--- src/rtl/dtmr_pkg.sv ---
package dtmr_pkg;

    typedef enum logic [2:0] {
        MODE_IDLE  = 3'b000,
        MODE_PWM   = 3'b001,
        MODE_EVENT = 3'b010,
        MODE_CAPT  = 3'b011
    } tmr_mode_e;

    // bit 4: capture on falling edge, bit 3: run, bits 2:0: mode
    typedef struct packed {
        logic      edge_fall;
        logic      run;
        tmr_mode_e mode;
    } tmr_ctrl_t;

    localparam int CTRL_W = $bits(tmr_ctrl_t);

    typedef enum logic [1:0] {
        SEL_CNT  = 2'd0,
        SEL_A    = 2'd1,
        SEL_B    = 2'd2,
        SEL_CTRL = 2'd3
    } reg_sel_e;

    function automatic logic is_reload(input tmr_mode_e m);
        return (m == MODE_PWM) || (m == MODE_EVENT);
    endfunction

    function automatic logic edge_hit(input logic rise, input logic fall, input logic fall_sel);
        return fall_sel ? fall : rise;
    endfunction

endpackage

--- src/rtl/dtmr_pin_sync.sv ---
module dtmr_pin_sync #(
    parameter int N      = 2,
    parameter int STAGES = 2
) (
    input  logic         clk,
    input  logic         rst,
    input  logic [N-1:0] pin,
    output logic [N-1:0] rise,
    output logic [N-1:0] fall
);
    for (genvar i = 0; i < N; i++) begin : g_pin
        logic [STAGES:0] sh;
        always_ff @(posedge clk) begin
            if (rst) sh <= '0;
            else     sh <= {sh[STAGES-1:0], pin[i]};
        end
        assign rise[i] =  sh[STAGES-1] & ~sh[STAGES];
        assign fall[i] = ~sh[STAGES-1] &  sh[STAGES];
    end
endmodule

--- src/rtl/dtmr_core.sv ---
module dtmr_core import dtmr_pkg::*; #(
    parameter int W = 16
) (
    input  logic         clk,
    input  logic         rst,
    input  tmr_ctrl_t    ctrl,
    input  logic         ctrl_wr,
    input  logic         wr_cnt,
    input  logic         wr_a,
    input  logic         wr_b,
    input  logic [W-1:0] wdata,
    input  logic [1:0]   rise,
    input  logic [1:0]   fall,
    output logic [W-1:0] cnt,
    output logic [W-1:0] reg_a,
    output logic [W-1:0] reg_b,
    output logic         pwm_out,
    output logic         irq_a,
    output logic         irq_b
);
    logic phase_b;   // next reload comes from B
    logic reload_md, capt_md, tick, under, hit_a, hit_b;

    always_comb begin
        reload_md = is_reload(ctrl.mode);
        capt_md   = (ctrl.mode == MODE_CAPT);
        tick      = reload_md && ctrl.run && ((ctrl.mode == MODE_PWM) || rise[0]);
        under     = tick && (cnt == '0);
        hit_a     = capt_md && edge_hit(rise[0], fall[0], ctrl.edge_fall);
        hit_b     = capt_md && edge_hit(rise[1], fall[1], ctrl.edge_fall);
    end

    always_ff @(posedge clk) begin
        if (rst) begin
            cnt     <= '0;
            reg_a   <= '0;
            reg_b   <= '0;
            phase_b <= 1'b0;
            pwm_out <= 1'b0;
            irq_a   <= 1'b0;
            irq_b   <= 1'b0;
        end else begin
            irq_a <= 1'b0;
            irq_b <= 1'b0;
            if (under) begin
                cnt     <= phase_b ? reg_b : reg_a;
                phase_b <= ~phase_b;
                pwm_out <= ~pwm_out;
                irq_a   <= ~phase_b;
                irq_b   <= phase_b;
            end else if (tick || capt_md) begin
                cnt <= cnt - 1'b1;
            end
            if (hit_a) begin
                reg_a <= cnt;
                irq_a <= 1'b1;
            end
            if (hit_b) begin
                reg_b <= cnt;
                irq_b <= 1'b1;
            end
            if (wr_cnt)  cnt     <= wdata;
            if (wr_a)    reg_a   <= wdata;
            if (wr_b)    reg_b   <= wdata;
            if (ctrl_wr) phase_b <= 1'b0;
        end
    end

    // a reload from A leaves A's value in the counter
    p_reload_value_r2: assert property (@(posedge clk) disable iff (rst)
        irq_a && $past(reload_md) && !$past(wr_cnt) |-> cnt == reg_a);

    // every reload request coincides with an output flip
    p_toggle_r2: assert property (@(posedge clk) disable iff (rst)
        (irq_a || irq_b) && $past(reload_md) |-> pwm_out != $past(pwm_out));

    p_irq_excl_r3: assert property (@(posedge clk) disable iff (rst)
        $past(reload_md) |-> !(irq_a && irq_b));

    // no counting while stopped or idle
    p_hold_r4: assert property (@(posedge clk) disable iff (rst)
        $past(!wr_cnt && !capt_md && !(reload_md && ctrl.run)) |-> cnt == $past(cnt));

    p_capture_a_r7: assert property (@(posedge clk) disable iff (rst)
        irq_a && $past(capt_md) && !$past(wr_a) |-> reg_a == $past(cnt));

    p_capture_b_r8: assert property (@(posedge clk) disable iff (rst)
        irq_b && $past(capt_md) && !$past(wr_b) |-> reg_b == $past(cnt));

endmodule

--- src/rtl/dual_reg_timer.sv ---
module dual_reg_timer import dtmr_pkg::*; #(
    parameter int W           = 16,
    parameter int SYNC_STAGES = 2
) (
    input  logic         clk,
    input  logic         rst,
    input  logic         wr_en,
    input  logic [1:0]   wr_sel,
    input  logic [W-1:0] wr_data,
    input  logic [1:0]   rd_sel,
    output logic [W-1:0] rd_data,
    input  logic         pin_a_in,
    input  logic         pin_b_in,
    output logic         pwm_out,
    output logic         irq_a,
    output logic         irq_b
);
    tmr_ctrl_t      ctrl;
    logic           ctrl_wr, wr_cnt, wr_a, wr_b;
    logic [1:0]     rise, fall;
    logic [W-1:0]   cnt, reg_a, reg_b;
    reg_sel_e       wsel, rsel;

    always_comb begin
        wsel    = reg_sel_e'(wr_sel);
        rsel    = reg_sel_e'(rd_sel);
        wr_cnt  = wr_en && (wsel == SEL_CNT);
        wr_a    = wr_en && (wsel == SEL_A);
        wr_b    = wr_en && (wsel == SEL_B);
        ctrl_wr = wr_en && (wsel == SEL_CTRL);
    end

    always_ff @(posedge clk) begin
        if (rst)          ctrl <= '0;
        else if (ctrl_wr) ctrl <= tmr_ctrl_t'(wr_data[CTRL_W-1:0]);
    end

    always_comb begin
        unique case (rsel)
            SEL_CNT:  rd_data = cnt;
            SEL_A:    rd_data = reg_a;
            SEL_B:    rd_data = reg_b;
            SEL_CTRL: rd_data = {{(W-CTRL_W){1'b0}}, ctrl};
            default:  rd_data = '0;
        endcase
    end

    dtmr_pin_sync #(.N(2), .STAGES(SYNC_STAGES)) u_sync (
        .clk  (clk),
        .rst  (rst),
        .pin  ({pin_b_in, pin_a_in}),
        .rise (rise),
        .fall (fall)
    );

    dtmr_core #(.W(W)) u_core (
        .clk     (clk),
        .rst     (rst),
        .ctrl    (ctrl),
        .ctrl_wr (ctrl_wr),
        .wr_cnt  (wr_cnt),
        .wr_a    (wr_a),
        .wr_b    (wr_b),
        .wdata   (wr_data),
        .rise    (rise),
        .fall    (fall),
        .cnt     (cnt),
        .reg_a   (reg_a),
        .reg_b   (reg_b),
        .pwm_out (pwm_out),
        .irq_a   (irq_a),
        .irq_b   (irq_b)
    );
endmodule

--- config.mk ---
export PLATFORM = sky130hd
export DESIGN_NAME = dual_reg_timer
export DESIGN_NICKNAME = d
export VERILOG_FILES = /design/src/rtl/dtmr_pkg.sv /design/src/rtl/dtmr_pin_sync.sv /design/src/rtl/dtmr_core.sv /design/src/rtl/dual_reg_timer.sv
export SDC_FILE = /design/constraint.sdc
export NUM_CORES = 1
export LEC_CHECK = 0
export CAP_MARGIN = 20
export CORE_ASPECT_RATIO = 2
export CORE_MARGIN = 8
export CORE_UTILIZATION = 40
export CTS_CLUSTER_DIAMETER = 150
export CTS_CLUSTER_SIZE = 12
export DETAILED_ROUTE_END_ITERATION = 16
export PLACE_DENSITY = 0.58
export SLEW_MARGIN = 20
export SYNTH_ARGS = -nofsm -noshare
export SYNTH_HDL_FRONTEND = slang
export SYNTH_SLANG_ARGS = --single-unit
export TNS_END_PERCENT = 100
--- constraint.sdc ---
create_clock -name clk -period 5.2 [get_ports clk]
set_input_delay 0.78 -clock clk [delete_from_list [all_inputs] [get_ports clk]]
set_output_delay 0.78 -clock clk [all_outputs]
set_load 0.02 [all_outputs]
==> results of run 1 <==
==> cells in the final DEF (no fill, tap or decap), types with 7 or more instances in the layout <==
cell type and count:
sky130_fd_sc_hd__a211oi_1 36, sky130_fd_sc_hd__nand2_1 19, sky130_fd_sc_hd__o21ai_0 13, sky130_fd_sc_hd__nor2_1 55
sky130_fd_sc_hd__clkbuf_16 9, sky130_fd_sc_hd__xor2_1 7, sky130_fd_sc_hd__buf_4 12, sky130_fd_sc_hd__a311oi_1 9
sky130_fd_sc_hd__nor3_1 13, sky130_fd_sc_hd__clkdlybuf4s50_1 42, sky130_fd_sc_hd__mux2i_1 65, sky130_fd_sc_hd__xnor2_1 8
sky130_fd_sc_hd__nor2b_1 10, sky130_fd_sc_hd__dfxtp_1 63, sky130_fd_sc_hd__a21oi_1 8
==> cells in the mapped netlist (4+ instances only) <==
master                     number  area share (%)
sky130_fd_sc_hd__mux4_2         4             2.4
sky130_fd_sc_hd__inv_1          4            0.40
sky130_fd_sc_hd__a311oi_1       9             2.1
sky130_fd_sc_hd__xor2_1         7             1.6
sky130_fd_sc_hd__nor4_1         4            0.67
sky130_fd_sc_hd__a211oi_1      37             7.5
sky130_fd_sc_hd__nor2b_1       10             1.7
sky130_fd_sc_hd__xnor2_1        8             1.9
sky130_fd_sc_hd__nor3_1        14             1.9
sky130_fd_sc_hd__nor2_1        55             5.5
sky130_fd_sc_hd__buf_1          5            0.50
sky130_fd_sc_hd__o21bai_1       5             1.0
sky130_fd_sc_hd__a21oi_1        8             1.1
sky130_fd_sc_hd__nand2_1       19             1.9
sky130_fd_sc_hd__nand3_1        4            0.54
sky130_fd_sc_hd__clkbuf_1      27             2.7
sky130_fd_sc_hd__o21ai_0       13             1.7
sky130_fd_sc_hd__mux2i_1       65              17
sky130_fd_sc_hd__dfxtp_1       63              34
==> kinds of logic after synthesis <==
family,synth area share (%)
compound gates,17.5
xor+xnor,3.52
fa+ha+maj,0.336
buf+inv,5.24
flops,33.8
mux,20.6
simple gates,19.0
==> how the worst min path moves through the flow <==
| stage | slack (ns) | depth (start not counted) | to | startpoint |
|---|---|---|---|---|
| 2_1_floorplan | 0.41 | 1 | u_sync.g_pin[0].sh[1]$_SDFF_PP0_ | u_sync.g_pin[0].sh[0]$_SDFF_PP0_ |
| 3_3_place_gp | 0.43 | 1 | u_sync.g_pin[0].sh[1]$_SDFF_PP0_ | u_sync.g_pin[0].sh[0]$_SDFF_PP0_ |
| 3_5_place_dp | 0.43 | 1 | u_sync.g_pin[1].sh[1]$_SDFF_PP0_ | u_sync.g_pin[1].sh[0]$_SDFF_PP0_ |
| 4_1_cts | 0.45 | 1 | u_sync.g_pin[1].sh[1]$_SDFF_PP0_ | u_sync.g_pin[1].sh[0]$_SDFF_PP0_ |
| 5_1_grt | 0.46 | 1 | u_sync.g_pin[1].sh[1]$_SDFF_PP0_ | u_sync.g_pin[1].sh[0]$_SDFF_PP0_ |
| 6_report | 0.44 | 1 | u_sync.g_pin[1].sh[1]$_SDFF_PP0_ | u_sync.g_pin[1].sh[0]$_SDFF_PP0_ |
==> stage by stage <==
step,cell area [sq um],power (mW),hold WS (ns),std cells,setup slack (ns)
after floorplan,3730,0.668,0.414,417,2.28
after global placement,4200,0.734,0.426,535,1.25
after detailed placement,4200,0.739,0.431,535,1.15
after CTS,4480,1.30,0.445,551,1.13
after global routing,4490,1.33,0.460,552,1.33
final,4490,1.28,0.437,552,1.39
==> layout make-up <==
| type | instances | area [sq um] |
|---|---|---|
| Multi-Input combinational cell | 310 | 2290 |
| Sequential cell | 63 | 1260 |
| Clock inverter | 4 | 20.0 |
| Clock buffer | 12 | 256 |
| Inverter | 4 | 15.0 |
| Timing Repair Buffer | 55 | 515 |
| Tap cell | 104 | 130 |
| Fill cell | 884 | 4710 |
==> sequential cells by signal, indices dropped and copies added (netlist names) <==
register         flops
u_core.cnt          16
u_core.reg_a        16
u_core.reg_b        16
u_sync.g_pin.sh      6
ctrl                 5
u_core.irq_a         1
u_core.irq_b         1
u_core.phase_b       1
u_core.pwm_out       1
==> power groups by stage <==
stage / combinational [mW] / clock (mW) / sequential (mW)
2_1_floorplan: 0.139 / 0 / 0.529
3_3_place_gp: 0.193 / 0 / 0.541
3_5_place_dp: 0.196 / 0 / 0.543
4_1_cts: 0.198 / 0.565 / 0.533
5_1_grt: 0.215 / 0.581 / 0.537
6_report: 0.196 / 0.553 / 0.534
==> per-layer routing <==
layer  track usage, %  wire (um)  vias to the layer above
met5                0          0                        -
met4             9.11        278                        0
met3             2.68        453                       22
met2             29.0       5680                       94
met1             18.9       4290                     1597
li1                 -          -                     1586
==> impl_metrics.prom, run 1 <==
# TYPE chip_impl_metric gauge
chip_impl_metric{name="timing.slew.headroom",unit="%"} 36.0
chip_impl_metric{name="remaining_drc_errors",unit=""} 0
chip_impl_metric{name="avgSynthCellArea",unit="sq um"} 8.94
chip_impl_metric{name="power.share.combinational",unit="%"} 15.3
chip_impl_metric{name="layout_min_cycle_time",unit="ns"} 3.81
chip_impl_metric{name="cts_hold_buffers",unit=""} 0
chip_impl_metric{name="avgRoutedWirePerCell",unit="um"} 19.4
chip_impl_metric{name="syn_nets",unit=""} 443
chip_impl_metric{name="final_hold_viol_count",unit=""} 0
chip_impl_metric{name="timing.critical_path.slowest_cell_delay",unit="ns"} 0.64
chip_impl_metric{name="timing.clock.skew",unit="ns"} 0.00316
chip_impl_metric{name="crit_path_cell_count",unit=""} 7
chip_impl_metric{name="yosys_warnings",unit=""} 0
chip_impl_metric{name="cts_resized",unit=""} 0
chip_impl_metric{name="fin_crit_sh",unit="%"} 73.2
chip_impl_metric{name="power_share_of_the_clock_group",unit="%"} 43.1
chip_impl_info{name="r2r_end",value="u_core.cnt[13]$_SDFFE_PP0P_"} 1
chip_impl_metric{name="antenna_cells",unit=""} 0
chip_impl_metric{name="timing_worst_slew_pin_value",unit="ns"} 0.958
chip_impl_metric{name="buffer_ports.inserted",unit=""} 43
chip_impl_metric{name="gp_congestion",unit=""} 0.852
chip_impl_metric{name="netSwitchingPower",unit="uW"} 336
chip_impl_info{name="critPathLaunchType",value="primary input"} 1
chip_impl_metric{name="ys_async_sr_fraction",unit="%"} 0
chip_impl_info{name="cp-startpoint",value="rd_sel[1]"} 1
chip_impl_metric{name="ys_ff_latch",unit=""} 63
chip_impl_info{name="synthFlopType",value="sky130_fd_sc_hd__dfxtp_1"} 1
chip_impl_metric{name="totalNegativeSetupSlack",unit="ns"} 0
chip_impl_metric{name="final_core_utilization",unit="%"} 48.8
chip_impl_metric{name="cts-buffers-inserted",unit=""} 9
chip_impl_metric{name="detail_route.wirelength",unit="mm"} 10.7
chip_impl_metric{name="yosysSeqAreaShare",unit="%"} 33.8
chip_impl_metric{name="core.rowCount",unit=""} 50
chip_impl_info{name="r2r-start",value="u_core.cnt[2]$_SDFFE_PP0P_"} 1
chip_impl_metric{name="grt_pass1_wl",unit="mm"} 17.6
chip_impl_metric{name="sequentialPowerShare",unit="%"} 41.6
chip_impl_metric{name="place.detailed.hpwl",unit="mm"} 7.10
chip_impl_metric{name="ys_types",unit=""} 55
chip_impl_metric{name="cts_num_sinks",unit=""} 63
chip_impl_metric{name="netSwitchingFraction",unit="%"} 26.2
chip_impl_metric{name="fin_nets",unit=""} 469
chip_impl_metric{name="crit_path_dat",unit="ns"} 3.03
chip_impl_metric{name="setup_violations",unit=""} 0
chip_impl_info{name="cts_tree",value="yes"} 1
chip_impl_metric{name="power.internal",unit="uW"} 947
chip_impl_info{name="hp-class",value="flop to flop"} 1
chip_impl_metric{name="vdd_ir_drop_max",unit="mV"} 0.171
chip_impl_metric{name="residual_antenna_violating_net_count_after_detailed_routing",unit=""} 0
chip_impl_metric{name="synth_enable_flop_cells",unit=""} 0
chip_impl_metric{name="power_density",unit="mW/mm^2"} 286
chip_impl_info{name="path_delay_family",value="buffers and inverters"} 1
chip_impl_metric{name="floorplan.die_area",unit="sq mm"} 0.0129
chip_impl_metric{name="final_max_slew_viol_count",unit=""} 0
chip_impl_info{name="run_status",value="completed"} 1
chip_impl_metric{name="critical_path_rt",unit="ns"} 4.42
chip_impl_metric{name="h_tree_level_count",unit=""} 3
chip_impl_metric{name="cts_setup_buffers",unit=""} 0
chip_impl_metric{name="worst-r2r-cell-count",unit=""} 5
chip_impl_metric{name="syn_area",unit="sq mm"} 0.00373
chip_impl_metric{name="clkLatencyLatePin",unit="ns"} 0.33
chip_impl_metric{name="areaGrowthSynthToFinish",unit="%"} 20.4
chip_impl_metric{name="die_h",unit="um"} 153
chip_impl_metric{name="regToRegSetupSlack",unit="ns"} 2.39
chip_impl_metric{name="final_layout_size_suffix_gt1_share",unit="%"} 10.7
chip_impl_info{name="crit_path_top_delay_cell",value="sky130_fd_sc_hd__clkdlybuf4s50_1"} 1
chip_impl_metric{name="effective_utilization_at_floorplan",unit="%"} 40.5
chip_impl_metric{name="critical_path_peak_fanout",unit=""} 17
chip_impl_metric{name="die_w",unit="um"} 84.3
chip_impl_metric{name="first_global_vias",unit=""} 3431
chip_impl_info{name="critPathKind",value="primary input to output port"} 1
chip_impl_info{name="setup.worst_path.end_class",value="output port"} 1
chip_impl_metric{name="detailedRoute.firstIterationViolations",unit=""} 199
chip_impl_metric{name="route.vias.total",unit=""} 3299
chip_impl_metric{name="synth_cells",unit=""} 417
chip_impl_info{name="critPathCapture",value="rd_data[14]"} 1
chip_impl_metric{name="max_clock_freq",unit="MHz"} 263
chip_impl_metric{name="grt_max_degree",unit=""} 64
chip_impl_metric{name="grt_overflow_total",unit=""} 0
chip_impl_info{name="grt_setup_unrepaired",value="no"} 1
chip_impl_metric{name="pleak",unit="nW"} 1.55
chip_impl_info{name="crit_path_cell_trace",value="clkdlybuf4s50_1, buf_4, nor2b_1, buf_4, nand2_1, o21ai_0, clkdlybuf4s50_1"} 1
chip_impl_metric{name="viasPerCell",unit=""} 5.98
chip_impl_metric{name="max_cap_violations",unit=""} 0
chip_impl_metric{name="cts.clk_slew.worst_paths",unit="ns"} 0.05
chip_impl_metric{name="grt_use_total",unit="%"} 16.8
chip_impl_info{name="buffer_cell_driving_the_clock_tree_root",value="sky130_fd_sc_hd__clkbuf_16"} 1
chip_impl_metric{name="drt_pre_antenna_iters",unit=""} 4
chip_impl_metric{name="cts-root-to-sink-buffers",unit=""} 2
chip_impl_metric{name="crit_buf_inv",unit=""} 4
chip_impl_metric{name="initial_antenna_violation_count",unit=""} 0
chip_impl_metric{name="floorplan.core_area",unit="sq mm"} 0.00920
chip_impl_metric{name="ports",unit=""} 44
Note: power is estimated with default switching activity, not from simulation.
==> run 2, diff against run 1 <==
- clock period: 5.2 -> 3.8 ns (I/O delays scaled with it)
==> run 2 against run 1 <==
Die area is the same. Clock skew increased by 0.0057 ns. Combinational power up 39%. Total power grew 42%. Worst setup slack lost 0.69 ns. Count of clock-buffer cells in the layout did not move. Clock power increased by 47%. Critical endpoint is now rd_data[8]. Largest power group unchanged. Highest routed layer unchanged.
==> impl_metrics.prom, run 2 (same netlist as run 1, synthesis figures left out) <==
# TYPE chip_impl_metric gauge
chip_impl_info{name="critPathKind",value="primary input to output port"} 1
chip_impl_metric{name="final_hold_viol_count",unit=""} 0
chip_impl_metric{name="totalNegativeSetupSlack",unit="ns"} 0
chip_impl_metric{name="place.detailed.hpwl",unit="mm"} 7.49
chip_impl_metric{name="detailedRoute.firstIterationViolations",unit=""} 213
chip_impl_metric{name="drt_pre_antenna_iters",unit=""} 4
chip_impl_metric{name="areaGrowthSynthToFinish",unit="%"} 21.8
chip_impl_info{name="final_cell_mix",value="sky130_fd_sc_hd__mux2i_1, sky130_fd_sc_hd__dfxtp_1, sky130_fd_sc_hd__nor2_1, sky130_fd_sc_hd__clkdlybuf4s50_1, sky130_fd_sc_hd__a211oi_1"} 1
chip_impl_metric{name="h_tree_level_count",unit=""} 3
chip_impl_metric{name="timing_worst_slew_pin_value",unit="ns"} 0.943
chip_impl_metric{name="place_inst",unit=""} 541
chip_impl_metric{name="buffer_ports.inserted",unit=""} 43
chip_impl_metric{name="setup_violations",unit=""} 0
chip_impl_info{name="crit_path_top_delay_cell",value="sky130_fd_sc_hd__clkdlybuf4s50_1"} 1
chip_impl_metric{name="grt_overflow_total",unit=""} 0
chip_impl_info{name="most_common_library_cell_in_the_layout_ignoring_fill_and_taps",value="sky130_fd_sc_hd__mux2i_1"} 1
chip_impl_metric{name="crit_path_dat",unit="ns"} 2.53
chip_impl_metric{name="detail_route.wirelength",unit="mm"} 11.0
chip_impl_metric{name="max_cap_violations",unit=""} 0
chip_impl_metric{name="fin_crit_sh",unit="%"} 81.5
chip_impl_metric{name="timing.critical_path.slowest_cell_delay",unit="ns"} 0.74
chip_impl_metric{name="remaining_drc_errors",unit=""} 0
chip_impl_metric{name="timing.slew.headroom",unit="%"} 37.1
chip_impl_metric{name="gp_congestion",unit=""} 0.811
chip_impl_metric{name="critical_path_rt",unit="ns"} 3.23
chip_impl_metric{name="critical_path_peak_fanout",unit=""} 11
chip_impl_metric{name="grt_max_degree",unit=""} 49
chip_impl_metric{name="viasPerCell",unit=""} 5.99
chip_impl_metric{name="initial_antenna_violation_count",unit=""} 0
chip_impl_metric{name="num-fill-cells",unit=""} 833
chip_impl_info{name="grt_setup_unrepaired",value="no"} 1
chip_impl_metric{name="cts_hold_buffers",unit=""} 0
chip_impl_info{name="buffer_cell_driving_the_clock_tree_root",value="sky130_fd_sc_hd__clkbuf_16"} 1
chip_impl_info{name="cts_tree",value="yes"} 1
chip_impl_metric{name="core.rowCount",unit=""} 50
chip_impl_metric{name="pleak",unit="nW"} 1.57
chip_impl_metric{name="cts_num_sinks",unit=""} 63
chip_impl_metric{name="max_clock_freq",unit="MHz"} 323
chip_impl_metric{name="fin_nets",unit=""} 474
chip_impl_info{name="critical-path-top-cell-by-count",value="sky130_fd_sc_hd__clkdlybuf4s50_1"} 1
chip_impl_metric{name="route.vias.total",unit=""} 3334
chip_impl_metric{name="cts-buffers-inserted",unit=""} 9
chip_impl_metric{name="cts_resized",unit=""} 0
chip_impl_metric{name="final_layout_size_suffix_gt1_share",unit="%"} 11.5
chip_impl_metric{name="ports",unit=""} 44
chip_impl_metric{name="cts_setup_buffers",unit=""} 0
chip_impl_metric{name="grt_use_total",unit="%"} 17.5
chip_impl_metric{name="avgRoutedWirePerCell",unit="um"} 19.7
chip_impl_info{name="hp-class",value="flop to flop"} 1
chip_impl_metric{name="finalPower",unit="mW"} 1.82
chip_impl_metric{name="antenna_cells",unit=""} 0
chip_impl_metric{name="cts.clk_slew.worst_paths",unit="ns"} 0.05
chip_impl_metric{name="clkLatencyLatePin",unit="ns"} 0.34
chip_impl_metric{name="power_density",unit="mW/mm^2"} 400
chip_impl_info{name="setup.worst_path.end_class",value="output port"} 1
chip_impl_info{name="run_status",value="completed"} 1
chip_impl_metric{name="layout.cells.non_filler",unit=""} 557
chip_impl_metric{name="effective_utilization_at_floorplan",unit="%"} 40.5
chip_impl_metric{name="vdd_ir_drop_max",unit="mV"} 0.312
chip_impl_metric{name="die_h",unit="um"} 153
chip_impl_metric{name="layout_min_cycle_time",unit="ns"} 3.10
chip_impl_metric{name="die_w",unit="um"} 84.3
chip_impl_metric{name="grt_pass1_wl",unit="mm"} 18.3
chip_impl_info{name="crit_path_cell_trace",value="clkdlybuf4s50_1, nor2b_1, buf_4, nand2_1, o21ai_0, clkdlybuf4s50_1"} 1
chip_impl_info{name="path_delay_family",value="buffers and inverters"} 1
chip_impl_metric{name="floorplan.die_area",unit="sq mm"} 0.0129
chip_impl_metric{name="residual_antenna_violating_net_count_after_detailed_routing",unit=""} 0
chip_impl_metric{name="first_global_vias",unit=""} 3551
chip_impl_metric{name="cts-root-to-sink-buffers",unit=""} 2
chip_impl_info{name="critPathLaunchType",value="primary input"} 1
chip_impl_metric{name="crit_buf_inv",unit=""} 3
chip_impl_info{name="layout_top_registers",value="u_core.cnt: 16 flops, u_core.reg_a: 16 flops, u_core.reg_b: 16 flops"} 1
chip_impl_metric{name="timing.clock.skew",unit="ns"} 0.00885
chip_impl_metric{name="floorplan.core_area",unit="sq mm"} 0.00920
chip_impl_metric{name="final_max_slew_viol_count",unit=""} 0
[run 2: worst register-to-register path, stage by stage, from the launching register on]
cell                       delay (ns)
sky130_fd_sc_hd__dfxtp_1         0.42
sky130_fd_sc_hd__or4_4           0.59
sky130_fd_sc_hd__or4_4           0.49
sky130_fd_sc_hd__nor3_4          0.47
sky130_fd_sc_hd__buf_4           0.30
sky130_fd_sc_hd__a31o_2          0.18
sky130_fd_sc_hd__a211oi_1        0.04
[run 2: final cells by class]
class	count	area, sq um	share of cell area (%)
timing repair buffer	60	553	12.2
inverter	4	15.0	0.331
clock buffer	12	246	5.43
sequential	63	1260	27.8
multi-input combinational	310	2290	50.4
tap	104	130	2.87
clock inverter	4	45.0	0.992
[run 2: stage by stage]
stage          util [%]  setup WS [ns]  area (sq um)  hold slack, ns
6_report           49.4          0.701          4540           0.433
5_1_grt            49.4          0.567          4540           0.470
4_1_cts            49.4          0.700          4540           0.434
3_5_place_dp       46.2          0.709          4250           0.422
3_3_place_gp       46.2          0.717          4250           0.418
2_1_floorplan         -           1.30          3730           0.414
[run 2: final timing paths]
kind,startpoint,to,slack [ns],depth (start not counted)
setup / recovery,rd_sel[0],rd_data[8],0.70,6
setup reg to reg,u_core.cnt[2]$_SDFFE_PP0P_,u_core.cnt[6]$_SDFFE_PP0P_,1.17,6
hold reg to reg,u_sync.g_pin[1].sh[0]$_SDFF_PP0_,u_sync.g_pin[1].sh[1]$_SDFF_PP0_,0.43,1
hold / removal,u_sync.g_pin[1].sh[0]$_SDFF_PP0_,u_sync.g_pin[1].sh[1]$_SDFF_PP0_,0.43,1
[run 2: per-layer routing]
layer / part of all wire (%) / global-route usage, % / vias to the layer above
met4: 2.7 / 7.95 / 0
li1: - / - / 1597
met2: 53 / 31.0 / 83
met1: 41 / 19.3 / 1632
met5: 0 / 0 / -
met3: 3.8 / 3.48 / 22
[run 2: where the power goes]
group          switching (mW)  internal [mW]  leakage, nW
clock                   0.291          0.522        0.146
sequential             0.0385          0.693        0.515
combinational           0.139          0.133        0.913
==> run 3, diff against run 2 <==
- clock period: 3.8 -> 3 ns (I/O delays scaled with it)
==> run 3 against run 2 <==
Wire length up 0.39%. Combinational power up 29%. Non-clock buffer count up 4. Global-route usage down 0.16 points. Total power up 23%. Via count up 0.21%. Flip-flop and latch count unchanged. Sequential power up 26%. Worst hold slack better by 0.0073 ns. Cell count up 0.72%. Largest cell class unchanged.
==> impl_metrics.prom, run 3 (same netlist as run 1, synthesis figures left out) <==
# TYPE chip_impl_metric gauge
chip_impl_metric{name="residual_antenna_violating_net_count_after_detailed_routing",unit=""} 0
chip_impl_metric{name="max_cap_violations",unit=""} 0
chip_impl_metric{name="power.internal",unit="mW"} 1.65
chip_impl_metric{name="timing_worst_slew_pin_value",unit="ns"} 0.951
chip_impl_info{name="cts_tree",value="yes"} 1
chip_impl_metric{name="hold_slack",unit="ns"} 0.440
chip_impl_metric{name="cts_resized",unit=""} 0
chip_impl_info{name="layout_top_registers",value="u_core.cnt: 16 flops, u_core.reg_a: 16 flops, u_core.reg_b: 16 flops"} 1
chip_impl_metric{name="max_clock_freq",unit="MHz"} 349
chip_impl_info{name="critical-path-top-cell-by-count",value="sky130_fd_sc_hd__clkdlybuf4s50_1"} 1
chip_impl_metric{name="avgRoutedWirePerCell",unit="um"} 19.6
chip_impl_metric{name="detailedRoute.firstIterationViolations",unit=""} 242
chip_impl_metric{name="h_tree_level_count",unit=""} 3
chip_impl_metric{name="cts-root-to-sink-buffers",unit=""} 2
chip_impl_metric{name="grt_overflow_total",unit=""} 0
chip_impl_metric{name="place.detailed.hpwl",unit="mm"} 7.49
chip_impl_metric{name="hold_path_depth",unit=""} 1
chip_impl_metric{name="timing.clock.skew",unit="ns"} 0.00558
chip_impl_info{name="setup.worst_path.end_class",value="output port"} 1
chip_impl_metric{name="netSwitchingPower",unit="uW"} 594
chip_impl_metric{name="critical_path_peak_fanout",unit=""} 7
chip_impl_metric{name="antenna_cells",unit=""} 0
chip_impl_info{name="grt_setup_unrepaired",value="no"} 1
chip_impl_metric{name="first_global_vias",unit=""} 3520
chip_impl_info{name="most_common_library_cell_in_the_layout_ignoring_fill_and_taps",value="sky130_fd_sc_hd__mux2i_1"} 1
chip_impl_metric{name="num-fill-cells",unit=""} 884
chip_impl_metric{name="ports",unit=""} 44
chip_impl_info{name="buffer_cell_driving_the_clock_tree_root",value="sky130_fd_sc_hd__clkbuf_16"} 1
chip_impl_metric{name="cts_num_sinks",unit=""} 63
chip_impl_metric{name="fin_crit_sh",unit="%"} 95.4
chip_impl_metric{name="setup_violations",unit=""} 0
chip_impl_metric{name="areaGrowthSynthToFinish",unit="%"} 22.2
chip_impl_info{name="hp-class",value="flop to flop"} 1
chip_impl_metric{name="detail_route.wirelength",unit="mm"} 11.0
chip_impl_metric{name="layout_min_cycle_time",unit="ns"} 2.86
chip_impl_metric{name="cts.clk_slew.worst_paths",unit="ns"} 0.05
chip_impl_metric{name="floorplan.core_area",unit="sq mm"} 0.00920
chip_impl_info{name="critPathLaunchType",value="primary input"} 1
chip_impl_metric{name="remaining_drc_errors",unit=""} 0
chip_impl_metric{name="die_w",unit="um"} 84.3
chip_impl_metric{name="clkLatencyLatePin",unit="ns"} 0.33
chip_impl_metric{name="netSwitchingFraction",unit="%"} 26.5
chip_impl_metric{name="final_max_slew_viol_count",unit=""} 0
chip_impl_metric{name="cts-buffers-inserted",unit=""} 9
chip_impl_metric{name="core.rowCount",unit=""} 50
chip_impl_metric{name="route.vias.total",unit=""} 3341
chip_impl_metric{name="pleak",unit="nW"} 1.59
chip_impl_info{name="critPathKind",value="primary input to output port"} 1
chip_impl_metric{name="timing.critical_path.slowest_cell_delay",unit="ns"} 0.79
chip_impl_metric{name="power.share.combinational",unit="%"} 15.7
chip_impl_info{name="run_status",value="completed"} 1
chip_impl_metric{name="final_layout_size_suffix_gt1_share",unit="%"} 12.5
chip_impl_metric{name="cts_hold_buffers",unit=""} 0
chip_impl_metric{name="totalNegativeSetupSlack",unit="ns"} 0
chip_impl_metric{name="floorplan.die_area",unit="sq mm"} 0.0129
chip_impl_metric{name="critical_path_rt",unit="ns"} 2.55
chip_impl_metric{name="sequentialPowerShare",unit="%"} 41.2
chip_impl_info{name="crit_path_cell_trace",value="clkdlybuf4s50_1, buf_4, mux4_2, clkdlybuf4s50_1"} 1
chip_impl_metric{name="crit_path_dat",unit="ns"} 2.41
chip_impl_metric{name="initial_antenna_violation_count",unit=""} 0
chip_impl_metric{name="power_density",unit="mW/mm^2"} 492
chip_impl_info{name="final_cell_mix",value="sky130_fd_sc_hd__mux2i_1, sky130_fd_sc_hd__dfxtp_1, sky130_fd_sc_hd__nor2_1, sky130_fd_sc_hd__clkdlybuf4s50_1, sky130_fd_sc_hd__a211oi_1"} 1
chip_impl_metric{name="worst-r2r-cell-count",unit=""} 7
chip_impl_metric{name="power_share_of_the_clock_group",unit="%"} 43.1
chip_impl_metric{name="buffer_ports.inserted",unit=""} 43
chip_impl_metric{name="grt_pass1_wl",unit="mm"} 18.2
chip_impl_metric{name="die_h",unit="um"} 153
chip_impl_info{name="crit_path_top_delay_cell",value="sky130_fd_sc_hd__clkdlybuf4s50_1"} 1
chip_impl_metric{name="multi_input_comb_area",unit="sq mm"} 0.00229
chip_impl_metric{name="final_core_utilization",unit="%"} 49.5
chip_impl_metric{name="effective_utilization_at_floorplan",unit="%"} 40.5
chip_impl_metric{name="fin_nets",unit=""} 478
chip_impl_metric{name="drt_pre_antenna_iters",unit=""} 6
chip_impl_metric{name="gp_congestion",unit=""} 0.854
chip_impl_metric{name="grt_use_total",unit="%"} 17.4
chip_impl_metric{name="viasPerCell",unit=""} 5.96
chip_impl_metric{name="timing.slew.headroom",unit="%"} 36.4
chip_impl_metric{name="vdd_ir_drop_max",unit="mV"} 0.356
chip_impl_metric{name="grt_max_degree",unit=""} 44
chip_impl_metric{name="register_area",unit="sq mm"} 0.00126
chip_impl_metric{name="final_hold_viol_count",unit=""} 0
chip_impl_metric{name="cts_setup_buffers",unit=""} 0
-- run 3: cell types whose count changed in the layout (fill, tap and decap cells not counted) --
cell                        previous run  this run
sky130_fd_sc_hd__clkinv_2              3         4
sky130_fd_sc_hd__clkbuf_8              1         2
sky130_fd_sc_hd__bufinv_16             1         0
sky130_fd_sc_hd__buf_4                17        21
sky130_fd_sc_hd__clkbuf_1              2         1
-- run 3: area by class of cell --
cell class / instances / area share [%]
Clock buffer: 12 / 5.63
Clock inverter: 4 / 0.440
Inverter: 4 / 0.330
Multi-Input combinational cell: 310 / 50.2
Sequential cell: 63 / 27.7
Tap cell: 104 / 2.86
Timing Repair Buffer: 64 / 12.8
-- run 3: final timing paths --
kind	start	end	slack [ns]
setup reg to reg	u_core.cnt[0]$_SDFFE_PP0P_	u_core.cnt[8]$_SDFFE_PP0P_	0.65
hold / removal	u_sync.g_pin[1].sh[0]$_SDFF_PP0_	u_sync.g_pin[1].sh[1]$_SDFF_PP0_	0.44
hold reg to reg	u_sync.g_pin[1].sh[0]$_SDFF_PP0_	u_sync.g_pin[1].sh[1]$_SDFF_PP0_	0.44
setup / recovery	rd_sel[1]	rd_data[2]	0.14
-- run 3: worst max-delay path: cells and delay by family --
kind	cells	cell delay [ns]
muxes	1	0.33
buffers and inverters	3	1.62
-- run 3: stage by stage --
step / setup slack, ns / area (sq um) / cells / power (mW)
after floorplan: 0.736 / 3730 / 417 / 1.16
after global placement: 0.137 / 4280 / 545 / 1.28
after CTS: 0.135 / 4550 / 561 / 2.26
after global routing: 0.0144 / 4550 / 561 / 2.34
final: 0.138 / 4550 / 561 / 2.24
after detailed placement: 0.138 / 4280 / 545 / 1.29
-- run 3: power by group through the flow --
stage	clock (mW)	combinational, mW	sequential, mW
floorplan	0	0.241	0.918
global placement	0	0.346	0.937
detailed placement	0	0.353	0.939
CTS	0.981	0.355	0.921
global route	1.03	0.385	0.928
finish	0.966	0.352	0.922
-- run 3: metal layers --
layer / part of all wire (%) / global-route usage, % / vias to the layer above / wire (um)
met5: 0 / 0 / - / 0
met4: 2.8 / 8.37 / 0 / 313
met3: 5.2 / 4.71 / 26 / 568
met2: 51 / 29.3 / 112 / 5660
met1: 41 / 19.4 / 1607 / 4470
li1: - / - / 1596 / -
